File: src/rtl/vit_acs_engine.sv
module vit_acs_engine #(
  parameter int SOFT_W = 8,
  parameter int PM_W   = 16,
  parameter int NST    = 32,
  parameter logic [5:0] POLY0 = 6'b110101,
  parameter logic [5:0] POLY1 = 6'b101111
) (
  input  logic                     clk,
  input  logic                     rst_n,
  input  logic                     sym_avail,
  input  logic signed [SOFT_W-1:0] sym_a,
  input  logic signed [SOFT_W-1:0] sym_b,
  output logic                     sym_rd,
  output logic                     col_done,
  output logic [NST-1:0]           dec_word
);
  localparam int SB    = $clog2(NST);
  localparam int HALF  = NST / 2;
  localparam int JB    = SB - 1;
  localparam int BM_W  = SOFT_W + 3;
  localparam int OFS   = 2 ** SOFT_W;
  localparam logic [PM_W-1:0] LARGE = PM_W'(2 ** (PM_W - 4));
  localparam logic [PM_W-1:0] NORM  = PM_W'(2 ** (PM_W - 2));
  localparam logic [JB-1:0]   JLAST = JB'(HALF - 1);

  typedef enum logic [1:0] {S_INIT, S_IDLE, S_RUN} st_t;

  st_t st;
  logic [JB-1:0] j;
  logic bank, norm_pend, norm_seen;
  logic signed [SOFT_W-1:0] sa, sb;
  logic [NST-1:0] dec_acc, dec_nxt;
  logic [PM_W-1:0] pm [2][NST];

  function automatic logic [1:0] code_of(input logic u, input logic [SB-1:0] p);
    logic [SB:0] r;
    r = {u, p};
    return {^(POLY0 & r), ^(POLY1 & r)};
  endfunction

  function automatic logic [PM_W-1:0] norm_sub(input logic [PM_W-1:0] v);
    return (v >= NORM) ? v - NORM : '0;
  endfunction

  logic signed [BM_W-1:0] ea, eb;
  logic [BM_W-1:0] bm [4];
  assign ea = {{(BM_W-SOFT_W){sa[SOFT_W-1]}}, sa};
  assign eb = {{(BM_W-SOFT_W){sb[SOFT_W-1]}}, sb};

  for (genvar k = 0; k < 4; k++) begin : g_bm
    localparam logic [1:0] KC = 2'(k);
    assign bm[k] = (KC[1] ? -ea : ea) + (KC[0] ? -eb : eb) + BM_W'(OFS);
  end

  logic [SB-1:0] p0, p1;
  logic [PM_W-1:0] rd0, rd1, lo_a, lo_b, hi_a, hi_b, sel_lo, sel_hi, new_lo, new_hi;
  logic dec_lo, dec_hi, last;

  assign p0   = {j, 1'b0};
  assign p1   = {j, 1'b1};
  assign rd0  = pm[bank][p0];
  assign rd1  = pm[bank][p1];
  assign lo_a = rd0 + PM_W'(bm[code_of(1'b0, p0)]);
  assign lo_b = rd1 + PM_W'(bm[code_of(1'b0, p1)]);
  assign hi_a = rd0 + PM_W'(bm[code_of(1'b1, p0)]);
  assign hi_b = rd1 + PM_W'(bm[code_of(1'b1, p1)]);
  assign dec_lo = lo_b < lo_a;
  assign dec_hi = hi_b < hi_a;
  assign sel_lo = dec_lo ? lo_b : lo_a;
  assign sel_hi = dec_hi ? hi_b : hi_a;
  assign new_lo = norm_pend ? norm_sub(sel_lo) : sel_lo;
  assign new_hi = norm_pend ? norm_sub(sel_hi) : sel_hi;

  assign last   = (st == S_RUN) && (j == JLAST);
  assign sym_rd = sym_avail && ((st == S_IDLE) || last);

  logic wr_en, wr_bank;
  logic [PM_W-1:0] wr_lo_val, wr_hi_val;
  assign wr_en     = (st != S_IDLE);
  assign wr_bank   = (st == S_INIT) ? bank : ~bank;
  assign wr_lo_val = (st == S_INIT) ? ((j == '0) ? '0 : LARGE) : new_lo;
  assign wr_hi_val = (st == S_INIT) ? LARGE : new_hi;

  always_ff @(posedge clk)
    if (wr_en) begin
      pm[wr_bank][{1'b0, j}] <= wr_lo_val;
      pm[wr_bank][{1'b1, j}] <= wr_hi_val;
    end

  always_comb begin
    dec_nxt = dec_acc;
    dec_nxt[{1'b0, j}] = dec_lo;
    dec_nxt[{1'b1, j}] = dec_hi;
  end

  always_ff @(posedge clk or negedge rst_n)
    if (!rst_n) begin
      st        <= S_INIT;
      j         <= '0;
      bank      <= 1'b0;
      sa        <= '0;
      sb        <= '0;
      norm_pend <= 1'b0;
      norm_seen <= 1'b0;
      dec_acc   <= '0;
      dec_word  <= '0;
      col_done  <= 1'b0;
    end else begin
      col_done <= 1'b0;
      if (sym_rd) begin
        sa <= sym_a;
        sb <= sym_b;
      end
      case (st)
        S_INIT: begin
          j <= j + 1'b1;
          if (j == JLAST) st <= S_IDLE;
        end
        S_IDLE: if (sym_rd) begin
          st <= S_RUN;
          j  <= '0;
        end
        default: begin
          j       <= j + 1'b1;
          dec_acc <= dec_nxt;
          if (last) begin
            bank      <= ~bank;
            col_done  <= 1'b1;
            dec_word  <= dec_nxt;
            norm_pend <= norm_seen | new_lo[PM_W-1] | new_hi[PM_W-1];
            norm_seen <= 1'b0;
            if (!sym_rd) st <= S_IDLE;
          end else begin
            norm_seen <= norm_seen | new_lo[PM_W-1] | new_hi[PM_W-1];
          end
        end
      endcase
    end
endmodule

File: config.mk
export PLATFORM = sky130hd
export DESIGN_NAME = vit_acs_engine
export DESIGN_NICKNAME = d
export VERILOG_FILES = /design/src/rtl/vit_acs_engine.sv
export SDC_FILE = /design/constraint.sdc
export NUM_CORES = 2
export LEC_CHECK = 0
export ABC_AREA = 0
export ABC_CLOCK_PERIOD_IN_PS = 15350
export BUFFER_PORTS_ARGS = -buffer_cell sky130_fd_sc_hd__buf_2
export CAP_MARGIN = 5
export CORE_MARGIN = 3
export CORE_UTILIZATION = 45
export CTS_CLUSTER_SIZE = 16
export DETAILED_ROUTE_END_ITERATION = 16
export HOLD_SLACK_MARGIN = 0.05
export PLACE_DENSITY_LB_ADDON = 0.05
export SLEW_MARGIN = 10
export SYNTH_ARGS = -nofsm -noshare
export SYNTH_HDL_FRONTEND = slang
export SYNTH_SLANG_ARGS = --single-unit
File: constraint.sdc
create_clock -name clk -period 15.35 [get_ports clk]
set_clock_uncertainty 0.1 [all_clocks]
set_input_delay 3.07 -clock clk [delete_from_list [all_inputs] [get_ports clk]]
set_output_delay 3.07 -clock clk [all_outputs]
set_load 0.02 [all_outputs]
# [Word-level counts from Yosys, hierarchy flattened]
# Memory sizes are Yosys's and may differ from the RTL's.
# Cells that the tools add are included.
[word_totals] input_bits=19 out_inout_bits=34 ramBits=1024 regBits=90 wordCells=1154 n_memories=1
[classes] bitwise_logic=523 magnitude_cmp=17 addsub=17 eq_ne=7 n_mux=560 n_reduce_logical=19
[memory_table] name="pm" depth=2 word_bits=512 rd=1 rd_clocked_by_memory_dff=0 wr=1 line_no="33" source="logic [PM_W-1:0] pm [2][NST];"
[op_table] op="512-bit two-way mux" count=2
[op_table] op="1-bit two-way mux" count=519
[op_table] op="1-bit bitwise OR" count=514
[op_table] op="16-bit two-way mux" count=14
[op_table] op="16-bit binary-select mux with 5-bit select" count=2
[op_table] op="16-bit demux with 5-bit select" count=2
[op_table] op="11-bit binary-select mux with 2-bit select" count=3
[op_table] op="11-bit two-way mux" count=6
[op_table] op="16-bit by 11-bit adder with 16-bit output" count=4
[op_table] op="32-bit bitwise mux" count=2
[op_table] op="6-bit parity" count=6
[op_table] op="11-bit by 10-bit adder with 11-bit output (second input constant)" count=3
[op_table] op="16-bit by 15-bit >= comparator with 1-bit output (second input constant)" count=2
[op_table] op="16-bit < comparator" count=2
[op_table] op="16-bit by 15-bit subtractor with 16-bit output (second input constant)" count=2
[op_table] op="6-bit >= comparator (second input constant)" count=4
[op_table] op="8-bit negator with 11-bit output" count=2
[op_table] op="5-bit inverter with 6-bit output" count=3
[op_table] op="13-bit two-way mux" count=1
[op_table] op="6-bit by 1-bit < comparator with 1-bit output (second input constant)" count=2
[op_table] op="11-bit adder" count=1
[op_table] op="11-bit by 8-bit adder with 11-bit output" count=1
[op_table] op="8-bit by 11-bit adder with 11-bit output" count=1
[op_table] op="9-bit by 10-bit adder with 11-bit output (second input constant)" count=1
[op_table] op="28 further kinds" count=44

# [Logic depth before layout (Yosys ltp)]
[logic_depth] word_depth=15 ltp_mapped=44 depth_no_buf=42

# [Least setup slack after synthesis]
# OpenSTA, ideal clock, no wires.
[synth_path] path_type="register to register" start="register bank" end="memory pm[0][259] (netlist bit) (data pin)" slack_ps=4493 period_less_slack_ps=10857 setup_time_ps=445 arrival_time_ps=10312 required_time_ps=14805 stages_incl_launch_ff=42 path_buffers=10 path_cell_list="dfrtp_1 -> buf_6 -> buf_6 -> buf_6 -> buf_2 -> clkbuf_1 -> clkbuf_1 -> buf_1 -> mux4_2 -> nand2_1 -> a21oi_1 -> nor4_1 -> inv_1 -> ha_1 -> a211oi_1 -> o211ai_1 -> a41oi_1 -> o21ai_0 -> (+6 left out) -> a31o_2 -> maj3_2 -> a21o_1 -> buf_2 -> mux2i_1 -> inv_1 -> ha_1 -> nand2_1 -> or4_1 -> or3_1 -> or4_1 -> or4_1 -> o31ai_1 -> mux2_4 -> nor2_2 -> buf_6 -> buf_2 -> nor3_1"
[synth_between] elab_chain_cells=12 elab_cells_between_ends=26 cone_classes="add/sub: 6; order compare: 4; mux: 15; memory: 1"
[synth_lines] element="start: declaration" line_no="30" source="logic bank, norm_pend, norm_seen;"
[synth_lines] element="start signal: assignment" line_no="127" source="bank <= ~bank;"
[synth_lines] element="memory 2 x 512 bit *"
[synth_lines] element="16-bit binary-select mux with 5-bit select, on equally long branches" line_no="62, 61"
[synth_lines] element="16-bit two-way mux, on equally long branches (2 in series)" line_no="62, 61"
[synth_lines] element="16-bit by 11-bit adder with 16-bit output, on equally long branches" line_no="64, 63"
[synth_lines] element="16-bit < comparator" line_no="67" source="assign dec_lo = lo_b < lo_a;"
[synth_lines] element="16-bit two-way mux *" line_no="69" source="assign sel_lo = dec_lo ? lo_b : lo_a;"
[synth_lines] element="16-bit by 15-bit subtractor with 16-bit output / 16-bit by 15-bit >= comparator with 1-bit output (equally long branches)" line_no="42" source="return (v >= NORM) ? v - NORM : '0;"
[synth_lines] element="16-bit two-way mux" line_no="42"
[synth_lines] element="16-bit two-way mux *" line_no="71" source="assign new_lo = norm_pend ? norm_sub(sel_lo) : sel_lo;"
[synth_lines] element="16-bit two-way mux *" line_no="81" source="assign wr_lo_val = (st == S_INIT) ? ((j == '0) ? '0 : LARGE) : new_lo;"
[synth_lines] element="via wr_lo_val[3]" line_no="78" source="logic [PM_W-1:0] wr_lo_val, wr_hi_val;"
[synth_lines] element="1-bit two-way mux (no line) *"
[synth_lines] element="end: declaration" line_no="33"
# Mark *: on every way through the listed nets, which the timed path passes. The rest lies on a longest branch. The select of a mux whose other input is x is not followed.

# [Final worst setup path]
[layout_path] start="register j[0]" end="memory pm[0][310] (netlist bit) (data pin)"
[layout_between] elab_chain_cells=13 elab_cells_between_ends=49 cone_classes="add/sub: 6; order compare: 6; mux: 27; bitwise: 6; reduce/logical: 4"
[layout_lines] element="start: declaration" line_no="29" source="logic [JB-1:0] j;"
[layout_lines] element="start signal: assignment" line_no="116" source="j <= j + 1'b1;"
[layout_lines] element="start signal: assignment" line_no="124" source="j <= j + 1'b1;"
[layout_lines] element="branches (longest 7 deep; another with 16-bit by 11-bit adder with 16-bit output)"
[layout_lines] element="16-bit two-way mux *" line_no="69"
[layout_lines] element="16-bit by 15-bit subtractor with 16-bit output / 16-bit by 15-bit >= comparator with 1-bit output (equally long branches)" line_no="42"
[layout_lines] element="16-bit two-way mux" line_no="42"
[layout_lines] element="16-bit two-way mux *" line_no="71"
[layout_lines] element="16-bit two-way mux *" line_no="81"
[layout_lines] element="via wr_lo_val[6]" line_no="78"
[layout_lines] element="1-bit two-way mux (no line) *"
# Mark *: on every way through the listed nets, which the timed path passes. The select of a mux whose other input is x is not followed.

==> flow_summary_export.csv <==
group,metric,value,unit
synthesis,synthSimpleGateAreaFrac,4.36,%
routing,vias_per_cell,6.53,
placed_design,place_ws,3.57,ns
sta,fin_crit,11.93,ns
synthesis,yosysUniqueCellTypes,76,
placed_design,gp_congestion,0.936,
layout,area_growth,12.4,%
clocking,cts_root_buffer,"clkbuf_16",
floorplan,die_y,346,µm
run_status,status,"complete, no violations",
clocking,clk_latency,0.76,ns
sta,finalSetupViolCount,0,
sta,whs,0.382,ns
sta,fmax,0.0839,GHz
synthesis,yosys.area.top_type,"edfxtp_1",
synthesis,synth_seq_cells,1112,
sta,relSlewSlack,12.5,%
worst_setup_path,path_max_fanout,69,
clocking,cts_buffers,116,
worst_setup_path,r2r-end,"pm[0][310]$_DFFE_PP_",
grt,grt_pass1_wl,236000,µm
clocking,cts.clk_slew.worst_paths,0.06,ns
synthesis,synth_compound_area_share,8.42,%
worst_setup_path,worstPathRequired,15.82,ns
layout,final_net_count,3482,
synthesis,yosysTopAreaCellShare,59.1,%
clocking,clkSinkCount,1112,
synthesis,synth_top_family_by_area,"multiplexers",
synthesis,yosysMostFrequentCell,"edfxtp_1",
worst_setup_path,path_class,"reg -> reg",
worst_setup_path,cp-endpoint,"pm[0][310]$_DFFE_PP_",
clocking,tritoncts,"done",
synthesis,synth_area_leaders,"edfxtp_1 (59%), mux4_2 (12%), dfrtp_1 (4.2%)",
sta,post-route-period-util,77.7,%
synthesis,synthMuxAreaShare,15.5,%
worst_setup_path,slowest_delay,1.11,ns
synthesis,synthAdderAreaFrac,4.15,%
worst_setup_path,cp_top_family,"simple AND/OR/NAND/NOR gates",
clocking,htreeDepth,3,
routing,postRouteAntennaNets,0,
synthesis,syn_inst,3231,
clocking,postCtsSetupBuffers,0,
worst_setup_path,r2r_cells,34,
grt,grt_max_degree,95,
synthesis,synth_edf_count,1024,
synthesis,synthesis.area,52000,µm²
routing,vias,32032,
grt,antenna_found_initial,0,
synthesis,ys_async_sr_fraction,7.91,%
routing,wl_per_cell,33.4,µm
grt,overflow,0,
routing,first_pass_iters,5,
worst_setup_path,cp.arrival,12.40,ns
synthesis,synth_area_per_cell,16.1,µm²
worst_setup_path,r2r_start,"j[0]$_DFFE_PN0N_",
floorplan,num_io_pins,53,
sta,tightest_slew,1.31,ns
sta,fin_setup_tns,0,ns
floorplan,row_count,124,
routing,drt_wl_total,164000,µm
worst_setup_path,worstSetupStartpoint,"j[0]$_DFFE_PN0N_",
synthesis,synth_fp_nets,3417,
routing,dr.first_iter.drc_count,3599,
clocking,cts_hold_buf,0,
synthesis,synth_xor_area_share,1.80,%
layout,drive_gt1_share,23.6,%
routing,drc_errors,0,
sta,slew_viol_final,0,
sta,finalHoldViolCount,0,
clocking,cts_buffer_depth,3,
grt,first_global_vias,32551,
worst_setup_path,start_kind,"flop",
synthesis,ys.warnings.count,0,
sta,fin_ws,3.42,ns
floorplan,initial_core_util,45.4,%
worst_setup_path,crit_path_end_kind,"flop",
synthesis,synth_flop_cell,"edfxtp_1",
floorplan,dieWidth,346,µm
sta,grt_setup_unrepaired,"no",
worst_setup_path,cp_slowest_cell,"nor3_2",
floorplan,fp.dieArea,120000,µm²
placed_design,hpwl,102000,µm
placed_design,port_buffers,52,
worst_setup_path,worstSetupPathDepth,34,
synthesis,yosysSeqAreaShare,63.3,%
worst_hold_path,hold_class,"reg -> reg",
clocking,post_cts_resized,0,
worst_setup_path,path_buf_inv,5,
grt,track_usage,27.3,%
synthesis,synth_common_cells,"edfxtp_1 (1024), mux4_2 (279), o32ai_1 (198)",
worst_setup_path,rrSetupSlack,3.42,ns
run,maxCapViolCount,0,
floorplan,core_area,115000,µm²
## worst min-delay path: cells and delay by family (launching register included)
kind / cells / cell delay (ns)
flops: 1 / 0.34
compound gates: 1 / 0.06
simple gates: 1 / 0.05
## state kept, by name, indices dropped and copies added (netlist names)
signal / cells
bank: 1
col_done: 1
dec_acc: 30
dec_word: 32
j: 4
norm_pend: 1
norm_seen: 1
pm: 1024
sa: 8
sb: 8
st: 2
## cell families (layout without fill, tap and decap cells)
family,count (synthesis),count (layout)
fa+ha+maj,168,168
buf+inv,302,464
simple gates,484,484
flops,1112,1112
compound gates,611,611
other cells,0,2
xor+xnor,107,107
mux,447,447
## layout by cell type (no fill, tap or decap), types with 9 or more instances in the layout
master	instances
edfxtp_1	1024
mux4_2	279
o32ai_1	198
nand2_1	184
ha_1	159
a21oi_1	123
buf_4	117
clkbuf_16	116
mux2i_1	100
nor2_1	89
dfrtp_1	86
o21ai_0	82
inv_1	76
xnor2_1	72
mux2_2	66
buf_2	51
o22ai_1	46
nor2_4	36
xor2_1	30
a22oi_1	27
clkbuf_1	27
a21o_1	26
or2_2	26
nand3_1	24
clkinv_1	23
clkinv_2	21
nor3_1	18
o211ai_1	18
bufinv_16	15
nand4_1	13
and2_1	13
a211oi_1	12
nand2b_1	12
nor3_2	12
nor2b_1	11
o21bai_1	11
o32ai_2	10
a31oi_1	9
## how the worst min path moves through the flow
stage	startpoint	end	slack, ns	depth (start not counted)
global placement	dec_acc[12]$_DFFE_PN0N_	dec_acc[12]$_DFFE_PN0N_	0.37	2
finish	dec_acc[14]$_DFFE_PN0N_	dec_acc[14]$_DFFE_PN0N_	0.38	2
detailed placement	dec_acc[14]$_DFFE_PN0N_	dec_acc[14]$_DFFE_PN0N_	0.37	2
floorplan	dec_acc[10]$_DFFE_PN0N_	dec_acc[10]$_DFFE_PN0N_	0.34	2
CTS	dec_acc[14]$_DFFE_PN0N_	dec_acc[14]$_DFFE_PN0N_	0.38	2
global route	dec_acc[14]$_DFFE_PN0N_	dec_acc[14]$_DFFE_PN0N_	0.40	2
## final cells by class
type	instances	area, µm²
multi-input cells	1817	18200
clock buffers	148	3070
inverters	78	298
well taps	1512	1890
flip-flops and latches	1112	33000
diodes	2	5.00
clock inverters	67	807
fillers	9435	56100
repair buffers	171	1190
## per-stage QoR
step	instance area, µm²	cells	utilization [%]
floorplan	52000	3231	-
global placement	54500	4689	47.6
detailed placement	54600	4690	47.7
CTS	58400	4905	51.0
global route	58400	4905	51.0
finish	58400	4907	51.0
## per-layer routing
metal	vias up	share of wire [%]	global-route usage, %
met4	0	3.5	9.22
met2	1520	48	43.9
met5	-	0	0
met1	16986	41	38.2
li1	13251	-	-
met3	275	7.6	4.39
Power is not shown: default switching activity piles up to over one toggle a cycle in this logic, so the estimate is an artifact.
